==> src/rtl/intflag_pkg.sv <==
package intflag_pkg;
  localparam int REG_W     = 8;
  localparam int NIRQ      = 4;
  localparam int NSRC      = NIRQ + 2;
  localparam int REG_TMR   = 6;
  localparam int REG_XFER  = 7;
  localparam int SRC_TMR   = NIRQ;
  localparam int SRC_XFER  = NIRQ + 1;
  localparam logic [REG_W-1:0] FLAG_RST_VAL = 8'h30;
  localparam logic [REG_W-1:0] FLAG_ONES    = 8'h30;
  localparam logic [REG_W-1:0] ENA_ONES     = 8'h10;

  typedef enum logic {
    SEL_FLAG = 1'b0,
    SEL_ENA  = 1'b1
  } reg_sel_e;
endpackage

==> src/rtl/ifr_pin_edge.sv <==
module ifr_pin_edge #(
  parameter int STAGES = 2
) (
  input  logic clk,
  input  logic rst,
  input  logic pin_in,
  input  logic rise_sel,
  output logic edge_hit
);
  localparam int TOP = STAGES - 1;

  logic [STAGES-1:0] sync_q;
  logic              last_q;

  always_ff @(posedge clk) begin
    if (rst) begin
      sync_q <= '0;
      last_q <= 1'b0;
    end else begin
      sync_q <= {sync_q[STAGES-2:0], pin_in};
      last_q <= sync_q[TOP];
    end
  end

  always_comb begin
    if (rise_sel) edge_hit = sync_q[TOP] & ~last_q;
    else          edge_hit = ~sync_q[TOP] & last_q;
  end
endmodule

==> src/rtl/ifr_wrap_detect.sv <==
module ifr_wrap_detect #(
  parameter int CNT_W = 8
) (
  input  logic             clk,
  input  logic             rst,
  input  logic [CNT_W-1:0] count_in,
  output logic             wrapped
);
  logic [CNT_W-1:0] prev_q;

  always_ff @(posedge clk) begin
    if (rst) prev_q <= '0;
    else     prev_q <= count_in;
  end

  assign wrapped = (prev_q == {CNT_W{1'b1}}) && (count_in == '0);
endmodule

==> src/rtl/ifr_flag_bank.sv <==
module ifr_flag_bank #(
  parameter int N = 6
) (
  input  logic         clk,
  input  logic         rst,
  input  logic [N-1:0] set_vec,
  input  logic [N-1:0] clr_vec,
  output logic [N-1:0] flags
);
  logic [N-1:0] flag_r;

  generate
    for (genvar i = 0; i < N; i++) begin : g_flag
      always_ff @(posedge clk) begin
        if (rst)             flag_r[i] <= 1'b0;
        else if (set_vec[i]) flag_r[i] <= 1'b1;
        else if (clr_vec[i]) flag_r[i] <= 1'b0;
      end
    end
  endgenerate

  assign flags = flag_r;
endmodule

==> src/rtl/intflag_unit.sv <==
module intflag_unit
  import intflag_pkg::*;
#(
  parameter int SYNC_STAGES = 2,
  parameter int CNT_W       = 8
) (
  input  logic              clk,
  input  logic              rst,
  input  logic              bus_addr,
  input  logic              bus_rd,
  input  logic              bus_wr,
  input  logic [REG_W-1:0]  bus_wdata,
  output logic [REG_W-1:0]  bus_rdata,
  input  logic [NIRQ-1:0]   irq_pin,
  input  logic [NIRQ-1:0]   irq_rise_sel,
  input  logic [CNT_W-1:0]  tmr_count,
  input  logic              sleep_cmd,
  input  logic              xfer_on,
  input  logic              tmr_ien,
  input  logic              xfer_ien,
  output logic [NIRQ-1:0]   req_irq,
  output logic              req_tmr,
  output logic              req_xfer,
  output logic              req_any
);
  logic [NSRC-1:0] set_vec;
  logic [NSRC-1:0] clr_vec;
  logic [NSRC-1:0] flag_q;
  logic [NIRQ-1:0] ien_q;
  logic [NIRQ-1:0] pin_hit;
  logic            tmr_wrap;
  logic            wr_flag;
  logic            wr_ena;
  logic [REG_W-1:0] flag_view;
  logic [REG_W-1:0] ena_view;
  logic [NSRC-1:0] gate_en;

  generate
    for (genvar p = 0; p < NIRQ; p++) begin : g_pin
      ifr_pin_edge #(.STAGES(SYNC_STAGES)) u_edge (
        .clk      (clk),
        .rst      (rst),
        .pin_in   (irq_pin[p]),
        .rise_sel (irq_rise_sel[p]),
        .edge_hit (pin_hit[p])
      );
    end
  endgenerate

  ifr_wrap_detect #(.CNT_W(CNT_W)) u_wrap (
    .clk      (clk),
    .rst      (rst),
    .count_in (tmr_count),
    .wrapped  (tmr_wrap)
  );

  assign wr_flag = bus_wr && (reg_sel_e'(bus_addr) == SEL_FLAG);
  assign wr_ena  = bus_wr && (reg_sel_e'(bus_addr) == SEL_ENA);

  assign set_vec = {sleep_cmd & xfer_on, tmr_wrap, pin_hit};
  assign clr_vec = {NSRC{wr_flag}} &
                   ~{bus_wdata[REG_XFER], bus_wdata[REG_TMR], bus_wdata[NIRQ-1:0]};

  ifr_flag_bank #(.N(NSRC)) u_bank (
    .clk     (clk),
    .rst     (rst),
    .set_vec (set_vec),
    .clr_vec (clr_vec),
    .flags   (flag_q)
  );

  always_ff @(posedge clk) begin
    if (rst)         ien_q <= '0;
    else if (wr_ena) ien_q <= bus_wdata[NIRQ-1:0];
  end

  always_comb begin
    flag_view                = FLAG_ONES;
    flag_view[REG_XFER]      = flag_q[SRC_XFER];
    flag_view[REG_TMR]       = flag_q[SRC_TMR];
    flag_view[NIRQ-1:0]      = flag_q[NIRQ-1:0];
    ena_view                 = ENA_ONES;
    ena_view[NIRQ-1:0]       = ien_q;
  end

  always_comb begin
    if (!bus_rd)                                   bus_rdata = '0;
    else if (reg_sel_e'(bus_addr) == SEL_FLAG)     bus_rdata = flag_view;
    else                                           bus_rdata = ena_view;
  end

  assign gate_en = {xfer_ien, tmr_ien, ien_q};

  always_ff @(posedge clk) begin
    if (rst) begin
      req_irq  <= '0;
      req_tmr  <= 1'b0;
      req_xfer <= 1'b0;
      req_any  <= 1'b0;
    end else begin
      req_irq  <= flag_q[NIRQ-1:0] & ien_q;
      req_tmr  <= flag_q[SRC_TMR] & tmr_ien;
      req_xfer <= flag_q[SRC_XFER] & xfer_ien;
      req_any  <= |(flag_q & gate_en);
    end
  end
endmodule

==> config.mk <==
export PLATFORM = sky130hd
export DESIGN_NAME = intflag_unit
export DESIGN_NICKNAME = d
export VERILOG_FILES = /design/src/rtl/intflag_pkg.sv /design/src/rtl/ifr_pin_edge.sv /design/src/rtl/ifr_wrap_detect.sv /design/src/rtl/ifr_flag_bank.sv /design/src/rtl/intflag_unit.sv
export SDC_FILE = /design/constraint.sdc
export NUM_CORES = 1
export LEC_CHECK = 0
export ABC_AREA = 1
export BUFFER_PORTS_ARGS = -buffer_cell sky130_fd_sc_hd__buf_2
export CORE_ASPECT_RATIO = 0.7
export CORE_UTILIZATION = 50
export CTS_CLUSTER_SIZE = 24
export DETAILED_ROUTE_END_ITERATION = 10
export MAX_ROUTING_LAYER = met4
export PLACE_DENSITY = 0.8
export SETUP_SLACK_MARGIN = 0.1
export SYNTH_ARGS = -nofsm -noshare
export SYNTH_HDL_FRONTEND = slang
export SYNTH_SLANG_ARGS = --single-unit
==> constraint.sdc <==
create_clock -name clk -period 1.5 [get_ports clk]
set_clock_uncertainty 0.05 [all_clocks]
set_input_delay 0.3 -clock clk [delete_from_list [all_inputs] [get_ports clk]]
set_output_delay 0.3 -clock clk [all_outputs]
set_load 0.01 [all_outputs]
==> results of run 1 <==
[report_power, final]
part	leakage [nW]	internal, mW	total, mW	switching (mW)
Combinational	0.510	0.0690	0.155	0.0863
Sequential	0.304	1.02	1.04	0.0165
Clock	0.0443	0.364	0.668	0.304
[routing by layer]
| metal | GRT usage | vias up | part of all wire |
|---|---|---|---|
| met5 | - | - | 0 |
| met3 | 0.0682 | 4 | 0.068 |
| met2 | 0.330 | 37 | 0.45 |
| met4 | 0.0682 | 0 | 0.013 |
| li1 | - | 634 | - |
| met1 | 0.231 | 507 | 0.47 |
[synthesized netlist by cell type, types with 2 or more instances]
library cell	count
nor2_1	46
dfxtp_1	37
nand2_1	34
inv_1	29
a21oi_1	6
a31oi_1	5
o21ai_1	5
buf_2	4
nand3_1	4
o21ai_0	3
inv_2	2
[metrics by stage]
step	instance area, um2	hold slack, ps	worst slack, ps	cells
after floorplan	1340	338	488	180
after global placement	1600	339	236	255
after detailed placement	1600	345	235	255
after CTS	1690	167	157	262
after global routing	1690	170	123	262
final	1690	169	174	262
[cells by family (layout without fill, tap and decap cells)]
family / Yosys count / after routing / share of synthesized area
buffers and inverters: 36 / 84 / 0.107
DFF: 37 / 37 / 0.552
AOI/OAI and AO/OA: 21 / 21 / 0.0886
and+or+nand+nor: 86 / 86 / 0.252
[flip-flops by register name (all words and copies together) (netlist names)]
name and count:
g_pin.u_edge.sync_q 8, u_wrap.prev_q 8, ien_q 4, g_pin.u_edge.last_q 4
req_xfer 1, req_irq 4, req_any 1, u_bank.flags 6
req_tmr 1
[layout by cell type, fill, tap and decap left out, drive strengths merged]
master,count
nor2,46
inv,31
a21oi,7
o21ai,9
dfxtp,37
a31oi,5
buf,46
clkbuf,7
nand2,36
nand3,4
[worst max path at each step]
stage / from / end / slack, ps
2_1_floorplan: bus_addr / bus_rdata[2] / 490
3_3_place_gp: bus_addr / bus_rdata[2] / 240
3_5_place_dp: bus_addr / bus_rdata[2] / 240
4_1_cts: ien_q[2]$_SDFFE_PP0P_ / bus_rdata[2] / 160
5_1_grt: ien_q[2]$_SDFFE_PP0P_ / bus_rdata[2] / 120
6_report: ien_q[2]$_SDFFE_PP0P_ / bus_rdata[2] / 170
[what timing repair did]
item | CTS | global route
hold endpoints to repair | 0 | 0
gates resized for setup | 0 | 2
setup endpoints to repair | 0 | 1
[worst max-delay path, delay by kind of cell (launching register included)]
kind / cells / cell delay, ps
AOI/OAI and AO/OA: 1 / 160
buffers and inverters: 1 / 150
DFF: 1 / 340
and+or+nand+nor: 1 / 50
[area by class of cell]
cell class                      instances  share of cell area
Tap cell                               34              0.0252
Inverter                               31              0.0688
Multi-Input combinational cell        107               0.270
Timing Repair Buffer                   46               0.145
Sequential cell                        37               0.440
Clock buffer                            7              0.0511
==> metrics.md, run 1 <==
| Metric | Value |
|---|---|
| CTS max path bufs | `2` |
| Critical-path top delay cell | `dfxtp_2` |
| Hold Path End | `g_pin[1].u_edge.sync_q[0]$_SDFF_PP0_` |
| Share of the synthesized area in the top cell type | `0.552` |
| CTS tree | `built` |
| Period minus WS final | `1330 ps` |
| Gr usage total | `0.200` |
| Hold path startpoint | `irq_pin[1]` |
| Post-DP HPWL | `~1800 um` |
| Worst r2r src | `ien_q[3]$_SDFFE_PP0P_` |
| R2r endpoint | `req_any$_SDFF_PP0_` |
| Layout cells sized above 1 | `0.263` |
| WL final | `2460 um` |
| Top cells by area, synth | `dfxtp_1, nor2_1, nand2_1` |
| Final worst path period share | `0.884` |
| Fillers | `230` |
| Routed WL per cell | `9.38 um` |
| Total Neg Setup Slack | `0 ps` |
| Port Buffers | `45` |
| Worst-skew pair later-pin latency | `roughly 270 ps` |
| Endpoints failing hold | `0` |
| Die Wd | `roughly 64 um` |
| Slew Limit Fails | `0` |
| Clk slew on worst S/H paths | `approximately 70 ps` |
| Sequential area share after synthesis | `0.552` |
| FF-to-FF path depth | `4` |
| Register area | `743 um2` |
| Row cnt | `15` |
| Maxcap violations | `0` |
| Clock sink count | `37` |
| Total power | `between 1.5 and 2 mW` |
| Critical path launch point type | `register` |
| VDD IR-drop max | `0.745 mV` |
| Slew @ Worst Pin | `146 ps` |
| Aggregate global routing overflow | `0` |
| Critical Path, Cell by Cell | `nand2_1, a21oi_1, buf_2` |
| Die Ht | `~45 um` |
| Number of library cell types mapped by synthesis | `16` |
| Mapped Area | `about 0.0013 mm2` |
| CP max stage delay | `around 340 ps` |
| Area leader, netlist | `dfxtp_1` |
| Core area | `approximately 0.0025 mm2` |
| Num CTS Buffers | `5` |
| Diodes inserted | `0` |
| CTS Root Cell | `clkbuf_8` |
| Initial antenna violation count | `0` |
| Yosys warnings | `0` |
| Mapped Cells | `180` |
| Hold Path Class | `in -> reg` |
| Initial Utilization | `0.537` |
| Area of the multi-input gates | `457 um2` |
| RSZ-0062 raised after global routing | `no` |
| Predominant post-synthesis flop cell | `dfxtp_1` |
| Pre-antenna DRT Iters | `4` |
| WHS Path Cells | `3` |
| Ports | `48` |
| PwrDens | `~1100 mW/mm2` |
| Leak Pwr | `roughly 0.86 nW` |
| Asr flop ratio synth | `0` |
| Syn avg cell area | `7.45 um2` |
| NumNets Final | `around 260` |
| Number of H-tree levels | `2` |
| Kind of critical path | `reg -> out` |
| Largest net degree at the start of global routing | `38` |
| # DRC | `0` |
| Layout area overhead | `26.0%` |
| Rel. slew slack | `0.902` |
| Vias in the first global route | `~1000` |
| Final core occ | `0.677` |
| Flop2flop setup slack | `approximately 670 ps` |
| Result of the run | `finished, final reports clean` |
| Final ANT Viol Nets | `0` |
| WP data required | `1150 ps` |
| First-pass GRT wire length | `between 4000 and 5000 um` |
| Vias per inst | `about 4.5` |
| Endpoints failing setup | `0` |
| EDFF count, synth | `0` |
| #FFs+latches synth | `37` |
| Routability cong. | `around 0.79` |
| Fmax | `around 750 MHz` |
| Number of post-CTS setup repair buffers | `0` |
| Die area | `~0.0029 mm2` |
| Crit Path Max Fanout | `3` |
| CP arrival | `980 ps` |
| Hold-fix buffers, CTS | `0` |
| Synthesized Nets | `about 210` |
| Drt first-iter violations | `39` |
| CP Capture Type | `output port` |
| DR vias | `~1200` |
Note: power is estimated with default switching activity, not from simulation.
==> run 2: changes to the inputs <==
- RECOVER_POWER: default -> 25
==> run 2 against run 1 <==
  * Final cell count unchanged
  * Global-route usage unchanged
  * Register-to-register slack lost 30 ps
  * Wire length grew 0.12%
  * Sequential cell count unchanged
  * Non-clock buffer count unchanged
  * Power down 0.36%
==> metrics.md, run 2 (synthesis gave the netlist of run 1 again) <==
| Metric | Value |
|---|---|
| Vias in the first global route | `1049 (unchanged)` |
| Initial Utilization | `0.537 (unchanged)` |
| Endpoints failing setup | `0 (unchanged)` |
| CP Capture Type | `output port` |
| CP arrival | `980 ps (about the same)` |
| Routability cong. | `0.795 (unchanged)` |
| Hold path startpoint | `irq_pin[1]` |
| DR vias | `1165 (-1.4%)` |
| Largest net degree at the start of global routing | `38 (unchanged)` |
| Finished Cell Area | `0.00168 mm2 (-0.89%)` |
| WP data required | `1150 ps (about the same)` |
| WHS Path Cells | `3 (unchanged)` |
| Fmax | `754 MHz (about the same)` |
| Total power | `1.85 mW (-0.36%)` |
| Total Neg Setup Slack | `0 ps (unchanged)` |
| Setup ws final | `174 ps (-0.187 ps)` |
| Placed Area | `0.00160 mm2 (unchanged)` |
| First-pass GRT wire length | `4120 um (unchanged)` |
| FF-to-FF path depth | `4 (unchanged)` |
| Area of the multi-input gates | `457 um2 (unchanged)` |
| Worst-skew pair later-pin latency | `270 ps (about the same)` |
| Die area | `0.00290 mm2 (unchanged)` |
| Final cell count without fillers | `262 (unchanged)` |
| Final ANT Viol Nets | `0 (unchanged)` |
| Period minus WS final | `1330 ps (+0.187 ps)` |
| Post-DP HPWL | `1810 um (unchanged)` |
| Num CTS Buffers | `5 (unchanged)` |
| Port Buffers | `45 (unchanged)` |
| Most frequent cells in the layout | `nor2_1, buf_2, dfxtp_1` |
| WL final | `2460 um (+0.12%)` |
| Result of the run | `finished, final reports clean` |
| Leak Pwr | `0.853 nW (-0.61%)` |
| Post-CTS resize count | `0 (unchanged)` |
| Pre-CTS setup slack | `235 ps (unchanged)` |
| Kind of critical path | `reg -> out` |
| Final core occ | `0.671 (-0.00601)` |
| Slew Limit Fails | `0 (unchanged)` |
| Crit Path Max Fanout | `3 (unchanged)` |
| Number of post-CTS setup repair buffers | `0 (unchanged)` |
| Clock sink count | `37 (unchanged)` |
| Core area | `0.00250 mm2 (unchanged)` |
| Ports | `48 (unchanged)` |
| CTS tree | `built` |
| Layout cells sized above 1 | `0.263 (unchanged)` |
| R2r endpoint | `req_any$_SDFF_PP0_` |
| Worst r2r src | `ien_q[3]$_SDFFE_PP0P_` |
| RSZ-0062 raised after global routing | `no` |
| Slew @ Worst Pin | `688 ps (+542 ps)` |
| Worst Hold Slack | `170 ps (+0.967 ps)` |
| Hold Path Class | `in -> reg` |
| Die Wd | `63.9 um (unchanged)` |
| Initial antenna violation count | `0 (unchanged)` |
| Die Ht | `45.3 um (unchanged)` |
| Clk slew on worst S/H paths | `70 ps (about the same)` |
| PwrDens | `1110 mW/mm2 (+0.53%)` |
| NumNets Final | `261 (unchanged)` |
| # DRC | `0 (unchanged)` |
| Gr usage total | `0.200 (unchanged)` |
| Flop2flop setup slack | `640 ps (-30 ps)` |
| Vias per inst | `4.45 (-1.4%)` |
| Hold Path End | `g_pin[1].u_edge.sync_q[0]$_SDFF_PP0_` |
| Drt first-iter violations | `27 (-31%)` |
| Endpoints failing hold | `0 (unchanged)` |
| Maxcap violations | `0 (unchanged)` |
| Row cnt | `15 (unchanged)` |
| CTS Root Cell | `clkbuf_8` |
| Rel. slew slack | `0.542 (-0.360)` |
| Aggregate global routing overflow | `0 (unchanged)` |
| VDD IR-drop max | `0.742 mV (-0.46%)` |
| Hold-fix buffers, CTS | `0 (unchanged)` |
| Critical path launch point type | `register` |
| Register area | `743 um2 (unchanged)` |
| DP Cell Count | `255 (unchanged)` |
| Most common cell after layout, fill and taps aside | `nor2_1` |
| Diodes inserted | `0 (unchanged)` |
| Fillers | `232 (+0.87%)` |
| Routed WL per cell | `9.39 um (+0.12%)` |
| Final worst path period share | `0.884 (about the same)` |
| Pre-antenna DRT Iters | `4 (unchanged)` |
| Number of H-tree levels | `2 (unchanged)` |
| CTS max path bufs | `2 (unchanged)` |
| Layout area overhead | `24.9%` |
-- run 2: changes by cell type in the layout (fill, tap and decap cells not counted) --
cell      delta
buf_12       -1
clkbuf_2     +1
-- run 2: layer usage --
metal	GRT usage	vias to the layer above	wire length, um	share of wire
met5	-	-	0	0
met4	0.0682	0	32	0.013
met3	0.0682	4	139	0.057
met2	0.330	32	1090	0.44
met1	0.231	495	1200	0.49
li1	-	634	-	-
-- run 2: critical path, stage by stage (launching register included) --
cell and delay, ps:
dfxtp_2 340, nand2_1 50, a21oi_1 160, buf_2 150
-- run 2: final cells by class --
type,instances,share of cell area
inverter,31,0.0695
sequential,37,0.444
multi-input combinational,107,0.273
timing repair buffer,46,0.137
tap,34,0.0254
clock buffer,7,0.0515
-- run 2: power by group --
part | switching, mW | total, mW | internal, mW
sequential | 0.0164 | 1.04 | 1.02
combinational | 0.0857 | 0.150 | 0.0646
clock | 0.303 | 0.667 | 0.364
-- run 2: how the worst max path moves through the flow --
| stage | start | endpoint | cells past startpoint | slack, ps |
|---|---|---|---|---|
| floorplan | bus_addr | bus_rdata[2] | 3 | 490 |
| global placement | bus_addr | bus_rdata[2] | 5 | 240 |
| detailed placement | bus_addr | bus_rdata[2] | 5 | 240 |
| CTS | ien_q[2]$_SDFFE_PP0P_ | bus_rdata[2] | 3 | 160 |
| global route | ien_q[2]$_SDFFE_PP0P_ | bus_rdata[2] | 3 | 120 |
| finish | ien_q[2]$_SDFFE_PP0P_ | bus_rdata[2] | 3 | 170 |
